## config.mk

```make
export PLATFORM = sky130hd
export DESIGN_NAME = csgate_addr_reg
export DESIGN_NICKNAME = d
export VERILOG_FILES = /design/src/rtl/csg_pkg.sv /design/src/rtl/csg_ctrl.sv /design/src/rtl/csg_path.sv /design/src/rtl/csgate_addr_reg.sv
export SDC_FILE = /design/constraint.sdc
export NUM_CORES = 1
export LEC_CHECK = 0
export CORE_AREA = 2 2 63 65
export DETAILED_ROUTE_END_ITERATION = 10
export DIE_AREA = 0 0 65 67
export MAX_ROUTING_LAYER = met4
export PLACE_DENSITY = 0.79
export RECOVER_POWER = 25
export SYNTH_ARGS = -nofsm -noshare
export SYNTH_HDL_FRONTEND = slang
export SYNTH_SLANG_ARGS = --single-unit
```

## constraint.sdc

```tcl
create_clock -name clk -period 2.5 [get_ports clk]
set_clock_uncertainty 0.1 [all_clocks]
set_input_delay 0.5 -clock clk [delete_from_list [all_inputs] [get_ports clk]]
set_output_delay 0.5 -clock clk [all_outputs]
set_load 0.05 [all_outputs]
```

## src/rtl/csg_pkg.sv

```systemverilog
`timescale 1ns/1ps
package csg_pkg;
  typedef struct packed {
    logic split;    // one-to-two fan-out
    logic layoutB;  // split lane layout select
    logic hold;     // freeze non-control outputs
  } csgStrobe_t;

  function automatic int outWidth(int wide, int narrow);
    return (wide + 1 > 2 * (narrow + 1)) ? wide + 1 : 2 * (narrow + 1);
  endfunction
endpackage

```

## src/rtl/csg_ctrl.sv

```systemverilog
`timescale 1ns/1ps
module csg_ctrl
  import csg_pkg::*;
(
  input  logic       csPrimN,
  input  logic       csAuxN,
  input  logic       cfgSplit,
  input  logic       cfgLayoutB,
  output csgStrobe_t strobe
);
  always_comb begin
    strobe.split   = cfgSplit;
    strobe.layoutB = cfgSplit & cfgLayoutB;
    strobe.hold    = csPrimN & csAuxN;
  end
endmodule

```

## src/rtl/csg_path.sv

```systemverilog
`timescale 1ns/1ps
module csg_path
  import csg_pkg::*;
#(
  parameter int WIDE   = 25,
  parameter int NARROW = 14,
  localparam int LANES = NARROW + 1,
  localparam int OUT_W = outWidth(WIDE, NARROW)
) (
  input  logic             clk,
  input  logic             rstN,
  input  logic [WIDE-1:0]  dataIn,
  input  logic             csPrimN,
  input  csgStrobe_t       strobe,
  output logic [OUT_W-1:0] qOut
);
  logic [LANES-1:0] lane, laneCtrl;
  logic [OUT_W-1:0] mapped, ctrlMask, qReg;

  // Routing of inputs to output positions, plus which positions are never gated
  always_comb begin
    lane     = '0;
    laneCtrl = '0;
    mapped   = '0;
    ctrlMask = '0;
    if (!strobe.split) begin
      mapped[WIDE-1:0]      = dataIn;
      mapped[WIDE]          = csPrimN;
      ctrlMask[WIDE:WIDE-2] = '1;
    end else begin
      if (!strobe.layoutB) begin
        lane[NARROW-1:0]            = dataIn[NARROW-1:0];
        lane[NARROW]                = csPrimN;
        laneCtrl[NARROW:NARROW-2]   = '1;
      end else begin
        lane          = {dataIn[NARROW-1:0], csPrimN};
        laneCtrl[2:0] = '1;
      end
      mapped[LANES-1:0]         = lane;
      mapped[2*LANES-1:LANES]   = lane;
      ctrlMask[LANES-1:0]       = laneCtrl;
      ctrlMask[2*LANES-1:LANES] = laneCtrl;
    end
  end

  always_ff @(posedge clk or negedge rstN) begin
    if (!rstN) begin
      qReg <= '0;
    end else begin
      for (int b = 0; b < OUT_W; b++) begin
        if (!strobe.hold || ctrlMask[b]) qReg[b] <= mapped[b];
      end
    end
  end

  assign qOut = qReg;
endmodule

```

## src/rtl/csgate_addr_reg.sv

```systemverilog
`timescale 1ns/1ps
module csgate_addr_reg
  import csg_pkg::*;
#(
  parameter int WIDE   = 25,
  parameter int NARROW = 14,
  localparam int OUT_W = outWidth(WIDE, NARROW)
) (
  input  logic             clk,
  input  logic             rstN,
  input  logic [WIDE-1:0]  dataIn,
  input  logic             csPrimN,
  input  logic             csAuxN,
  input  logic             cfgSplit,
  input  logic             cfgLayoutB,
  output logic [OUT_W-1:0] qOut
);
  csgStrobe_t strobe;

  csg_ctrl uCtrl (
    .csPrimN   (csPrimN),
    .csAuxN    (csAuxN),
    .cfgSplit  (cfgSplit),
    .cfgLayoutB(cfgLayoutB),
    .strobe    (strobe)
  );

  csg_path #(.WIDE(WIDE), .NARROW(NARROW)) uPath (
    .clk    (clk),
    .rstN   (rstN),
    .dataIn (dataIn),
    .csPrimN(csPrimN),
    .strobe (strobe),
    .qOut   (qOut)
  );
endmodule

```

==> results of run 1 <==
[stage by stage]
step	hold slack, ns	setup slack [ns]	utilization	instance area [um2]
6_report	0.3796	0.4343	0.6443	2323
5_1_grt	0.4112	0.3952	0.6443	2323
4_1_cts	0.3927	0.4271	0.6450	2326
3_5_place_dp	0.3780	0.3487	0.6239	2250
3_3_place_gp	0.3611	0.3955	0.6239	2250
2_1_floorplan	0.1044	1.017	-	1644
[final timing paths]
kind	end
hold / removal	uPath.qOut[26]$_DFFE_PN0P_
setup reg to reg	uPath.qOut[17]$_DFFE_PN0P_
min in group asynchronous	uPath.qOut[10]$_DFFE_PN0P_
hold reg to reg	uPath.qOut[26]$_DFFE_PN0P_
setup / recovery	qOut[23]
max in group asynchronous	uPath.qOut[22]$_DFFE_PN0P_
[kinds of logic after synthesis]
logic type      after synthesis  share of synthesized area
mux                          16                    0.09817
compound gates               51                     0.2412
simple gates                 44                     0.1263
buf+inv                      18                    0.07762
flops                        30                     0.4566
[synth_stat cells, types with 3 or more instances]
library cell / count / area (um2)
buf_2: 6 / 30.03
nor2_1: 11 / 41.29
inv_1: 4 / 15.01
a21oi_1: 4 / 20.02
nand2_1: 19 / 71.32
a21o_1: 8 / 60.06
o21ai_0: 11 / 55.05
buf_6: 6 / 67.56
dfrtp_1: 30 / 750.7
a31oi_1: 4 / 25.02
a211oi_2: 7 / 87.58
nor2b_1: 3 / 18.77
mux2i_1: 15 / 150.1
[cell type report]
class	count	area share
Clock buffer	7	0.03285
Inverter	4	0.006462
Multi-Input combinational cell	111	0.3296
Sequential cell	30	0.3231
Tap cell	48	0.02585
Timing Repair Buffer	66	0.2822
[routing by layer]
metal / part of all wire / vias up
met4: 0.013 / 0
met2: 0.51 / 48
met5: 0 / -
met1: 0.43 / 693
li1: - / 691
met3: 0.052 / 8
[tightest hold or removal path, stage by stage (launching register included)]
cell,delay [ns]
dfrtp_1,0.34
nand2_1,0.05
o31ai_1,0.05
[power groups by stage]
stage / Sequential (W) / Clock (W) / Combinational (W)
floorplan: 0.000749 / 0 / 0.000132
global placement: 0.000572 / 0 / 0.000492
detailed placement: 0.000575 / 0 / 0.000498
CTS: 0.000567 / 0.000364 / 0.000500
global route: 0.000572 / 0.000392 / 0.000523
finish: 0.000566 / 0.000358 / 0.000496
[cells in the final DEF, fill, tap and decap left out, types with 2 or more instances in the layout]
master           instances
a211oi_1                 2
a211oi_2                 7
a21o_1                   8
a21oi_1                  4
a31oi_1                  4
buf_4                    4
clkbuf_1                 2
clkbuf_8                 5
clkdlybuf4s50_1         59
dfrtp_1                 30
inv_1                    4
mux2i_1                 15
nand2_1                 19
nand3_1                  2
nand4_1                  2
nand4b_1                 2
nor2_1                  11
nor2b_1                  3
o21ai_0                 11
o22ai_1                  2
o22ai_2                  2
o2bb2ai_1                2
o311ai_0                 2
==> flow_summary.json, run 1 <==
{
  "status": "completed",
  "p_seq_frac": 0.399,
  "drv_cap": 0,
  "max_stage_delay_ns": 0.81,
  "port_buffers": 60,
  "tns_ns": 0,
  "setup_viol_count_final": 0,
  "tightest_slew_ns": 0.7461,
  "synthArstFlopShare": 1.000,
  "die-width_um": 65,
  "row_count": 22,
  "dr.first_iter.drc_count": 88,
  "path_cells": "clkdlybuf4s50_1",
  "overflow": 0,
  "io_pins": 61,
  "p_sw_frac": 0.3539,
  "worstSetupStartpointType": "register",
  "p_clk_frac": 0.252,
  "hp-class": "register to register",
  "synth_cell_types": 36,
  "die_y_um": 67,
  "timing.reg2reg.setup_slack_ns": 1.42,
  "stdcell_count": 266,
  "seq_area_frac_synth": 0.4566,
  "seq_area_um2": 750.7,
  "synth_edf_count": 0,
  "ctsHoldBuffers": 0,
  "syn_area_um2": 1644,
  "grt_first_pass_wirelength_mm": 6.465,
  "syn_nets": 190,
  "crit_path_top_delay_cell": "clkdlybuf4s50_1",
  "p_total_w": 0.001420,
  "clkTransAtPathRegs_ns": 0.06,
  "cts_setup_buffers": 0,
  "fmax_mhz": 484.1,
  "postRouteWirelength_mm": 3.988,
  "p_per_area_nw_per_um2": 611.3,
  "antenna_cells": 0,
  "cts_resized": 0,
  "postRouteAntennaNets": 0,
  "use_met1": 0.2184,
  "viasPerCell": 5.414,
  "place_inst": 259,
  "vias": 1440,
  "p_comb_frac": 0.349,
  "grt_pass1_vias": 1426,
  "ctsRootBufferMaster": "clkbuf_8",
  "cts_made_buffers": 5,
  "areaGrowthSynthToFinish_pct": 41.32,
  "synth_flop_cell": "dfrtp_1",
  "worst_ir_drop_vdd_uv": 276.5,
  "worst-path-buf-inv": 1,
  "cts_tree": "built",
  "grt.busiest_layer": "met2",
  "yosysWarnings": 0,
  "worst-path-stages": 1,
  "h-tree-depth": 2,
  "post_drt_wl_per_cell_um": 14.99,
  "r2r-start": "uPath.qOut[17]$_DFFE_PN0P_",
  "final_layout_size_suffix_gt1_frac": 0.1101,
  "worstPathRequired_ns": 1.90,
  "antenna_found_initial": 0,
  "maxSlewViolCount": 0,
  "post-route-min-period_ns": 2.066,
  "clockBufferDepth": 2,
  "relSlewSlack": 0.5026,
  "grt_setup_unrepaired": "no",
  "synth-seq-cells": 30,
  "dp_hpwl_mm": 2.963,
  "critPathKind": "register to primary output",
  "synthCells": 159,
  "p_sw_w": 0.0005026,
  "gp_congestion": 0.7925,
  "nNetsFinal": 249,
  "post-route-drc-count": 0,
  "worstHoldStart": "uPath.qOut[26]$_DFFE_PN0P_",
  "track_usage": 0.2016,
  "largest_register_ffs": 30,
  "fill_cells": 322,
  "grt_max_degree": 31,
  "leakage_nw": 1.023,
  "met3_usage": 0.05236,
  "multi_input_area_um2": 765.7,
  "startpoint": "uPath.qOut[23]$_DFFE_PN0P_",
  "hold_violations": 0,
  "final.period_utilization": 0.8263,
  "critPathMaxFanout": 2,
  "cts.sinks": 30,
  "die-area_um2": 4355,
  "initial_core_util": 0.4559,
  "met2_usage": 0.3621,
  "critPathArrivalTime_ns": 1.47,
  "crit_path_end_kind": "primary output",
  "r2r_cells": 3,
  "drt-pass1-iter-count": 4,
  "power.internal_w": 0.0009177,
  "min_path_cells": 2,
  "synth.avg_cell_area_um2": 10.34,
  "clock_latency_ns": 0.28,
  "fp.coreArea_um2": 3606,
  "cp_top_family": "buffers and inverters"
}
Power figures use the tool's default switching activity.
==> run 2: changes to the inputs <==
CORE_AREA = 2 2 68 70   (was 2 2 63 65)
DIE_AREA = 0 0 70 72   (was 0 0 65 67)
PLACE_DENSITY = 0.72   (was 0.79)
clock period = 1.9 ns   (was 2.5 ns; I/O delays follow)
==> flow_summary.json, run 2 (synthesis results as in run 1) <==
{
  "status": "completed",
  "overflow": 0,
  "dr.first_iter.drc_count": 93,
  "fp.coreArea_um2": 4264,
  "whs_ns": 0.3824,
  "vias": 1433,
  "grt_max_degree": 31,
  "relSlewSlack": 0.4825,
  "critPathKind": "primary input to register",
  "hold_violations": 0,
  "die-area_um2": 5040,
  "final_cell_mix": "buf_4, dfrtp_1, clkdlybuf4s50_1",
  "crit_path_end_kind": "register",
  "final.period_utilization": 0.8145,
  "setup_viol_count_final": 0,
  "min_path_cells": 1,
  "viasPerCell": 5.136,
  "fmax_mhz": 646.2,
  "worst_ir_drop_vdd_uv": 396.0,
  "drv_cap": 0,
  "maxSlewViolCount": 0,
  "cts_setup_buffers": 0,
  "tightest_slew_ns": 0.7763,
  "h-tree-depth": 2,
  "cts_made_buffers": 5,
  "row_count": 24,
  "antenna_found_initial": 0,
  "worstSetupStartpointType": "primary input",
  "clock_latency_ns": 0.28,
  "cts.sinks": 30,
  "clockBufferDepth": 2,
  "post-route-drc-count": 0,
  "ctsRootBufferMaster": "clkbuf_8",
  "worstPathRequired_ns": 2.03,
  "ctsHoldBuffers": 0,
  "areaGrowthSynthToFinish_pct": 43.15,
  "nNetsFinal": 257,
  "hp-class": "register to register",
  "gp_congestion": 0.8868,
  "tns_ns": 0,
  "post_drt_wl_per_cell_um": 14.75,
  "port_buffers": 60,
  "antenna_cells": 0,
  "clkTransAtPathRegs_ns": 0.07,
  "cts_resized": 0,
  "final_common_cell": "buf_4",
  "critPathArrivalTime_ns": 1.68,
  "die_y_um": 72,
  "critPathMaxFanout": 13,
  "postRouteAntennaNets": 0,
  "io_pins": 61,
  "post-route-min-period_ns": 1.548,
  "p_per_area_nw_per_um2": 820.3,
  "leakage_nw": 1.112,
  "postRouteWirelength_mm": 4.116,
  "grt_pass1_vias": 1298,
  "initial_core_util": 0.3856,
  "dp_hpwl_mm": 3.056,
  "final_layout_size_suffix_gt1_frac": 0.2819,
  "largest_register_ffs": 30,
  "die-width_um": 70,
  "grt_setup_unrepaired": "no",
  "r2r_cells": 3,
  "grt_first_pass_wirelength_mm": 6.479,
  "cts_tree": "built",
  "track_usage": 0.1716,
  "drt-pass1-iter-count": 4
}
-- run 2: path summary, 6_finish.rpt --
| kind | slack (ns) | to | startpoint |
|---|---|---|---|
| worst max-delay path | 0.35 | uPath.qOut[13]$_DFFE_PN0P_ | csAuxN |
| worst min-delay path | 0.38 | uPath.qOut[19]$_DFFE_PN0P_ | uPath.qOut[19]$_DFFE_PN0P_ |
| worst min register to register | 0.38 | uPath.qOut[19]$_DFFE_PN0P_ | uPath.qOut[19]$_DFFE_PN0P_ |
| worst max register to register | 0.80 | uPath.qOut[17]$_DFFE_PN0P_ | uPath.qOut[17]$_DFFE_PN0P_ |
| min in group asynchronous | 0.59 | uPath.qOut[25]$_DFFE_PN0P_ | rstN |
| max in group asynchronous | 0.61 | uPath.qOut[15]$_DFFE_PN0P_ | rstN |
-- run 2: cell type report --
| type | instances | area [um2] |
|---|---|---|
| sequential | 30 | 750.7 |
| clock buffer | 7 | 86.33 |
| clock inverter | 1 | 5.005 |
| timing repair buffer | 74 | 665.6 |
| multi-input combinational | 111 | 765.7 |
| tap | 52 | 65.06 |
| inverter | 4 | 15.01 |
| fill | 396 | 1911 |
-- run 2: power breakdown --
part / total, W / switching, W / internal, W
Sequential: 0.000747 / 0.0000418 / 0.000705
Combinational: 0.000646 / 0.000404 / 0.000242
Clock: 0.000537 / 0.000246 / 0.000292
Total: 0.00193 / 0.000691 / 0.00124
-- run 2: layer usage --
metal,global-route usage,part of all wire,vias to the layer above
met2,0.2497,0.46,51
met1,0.2302,0.45,664
met4,0.07692,0.019,0
li1,-,-,712
met3,0.03889,0.065,6
met5,-,0,-
-- run 2: worst max-delay path, cell delays in order --
cell and delay (ns):
clkdlybuf4s50_1 0.50, and2_4 0.27, o311ai_0 0.39, a21o_1 0.13
-- run 2: through the flow --
step           worst slack [ns]  instances  instance area, um2  utilization  power, W
6_report                 0.3525        279                2354       0.5519  0.001931
5_1_grt                  0.2668        279                2354       0.5519  0.002010
4_1_cts                  0.3557        279                2356       0.5525  0.001951
3_5_place_dp            0.06165        271                2265       0.5311  0.001408
3_3_place_gp            0.06653        271                2265       0.5311  0.001402
2_1_floorplan            0.5371        159                1644            -  0.001160
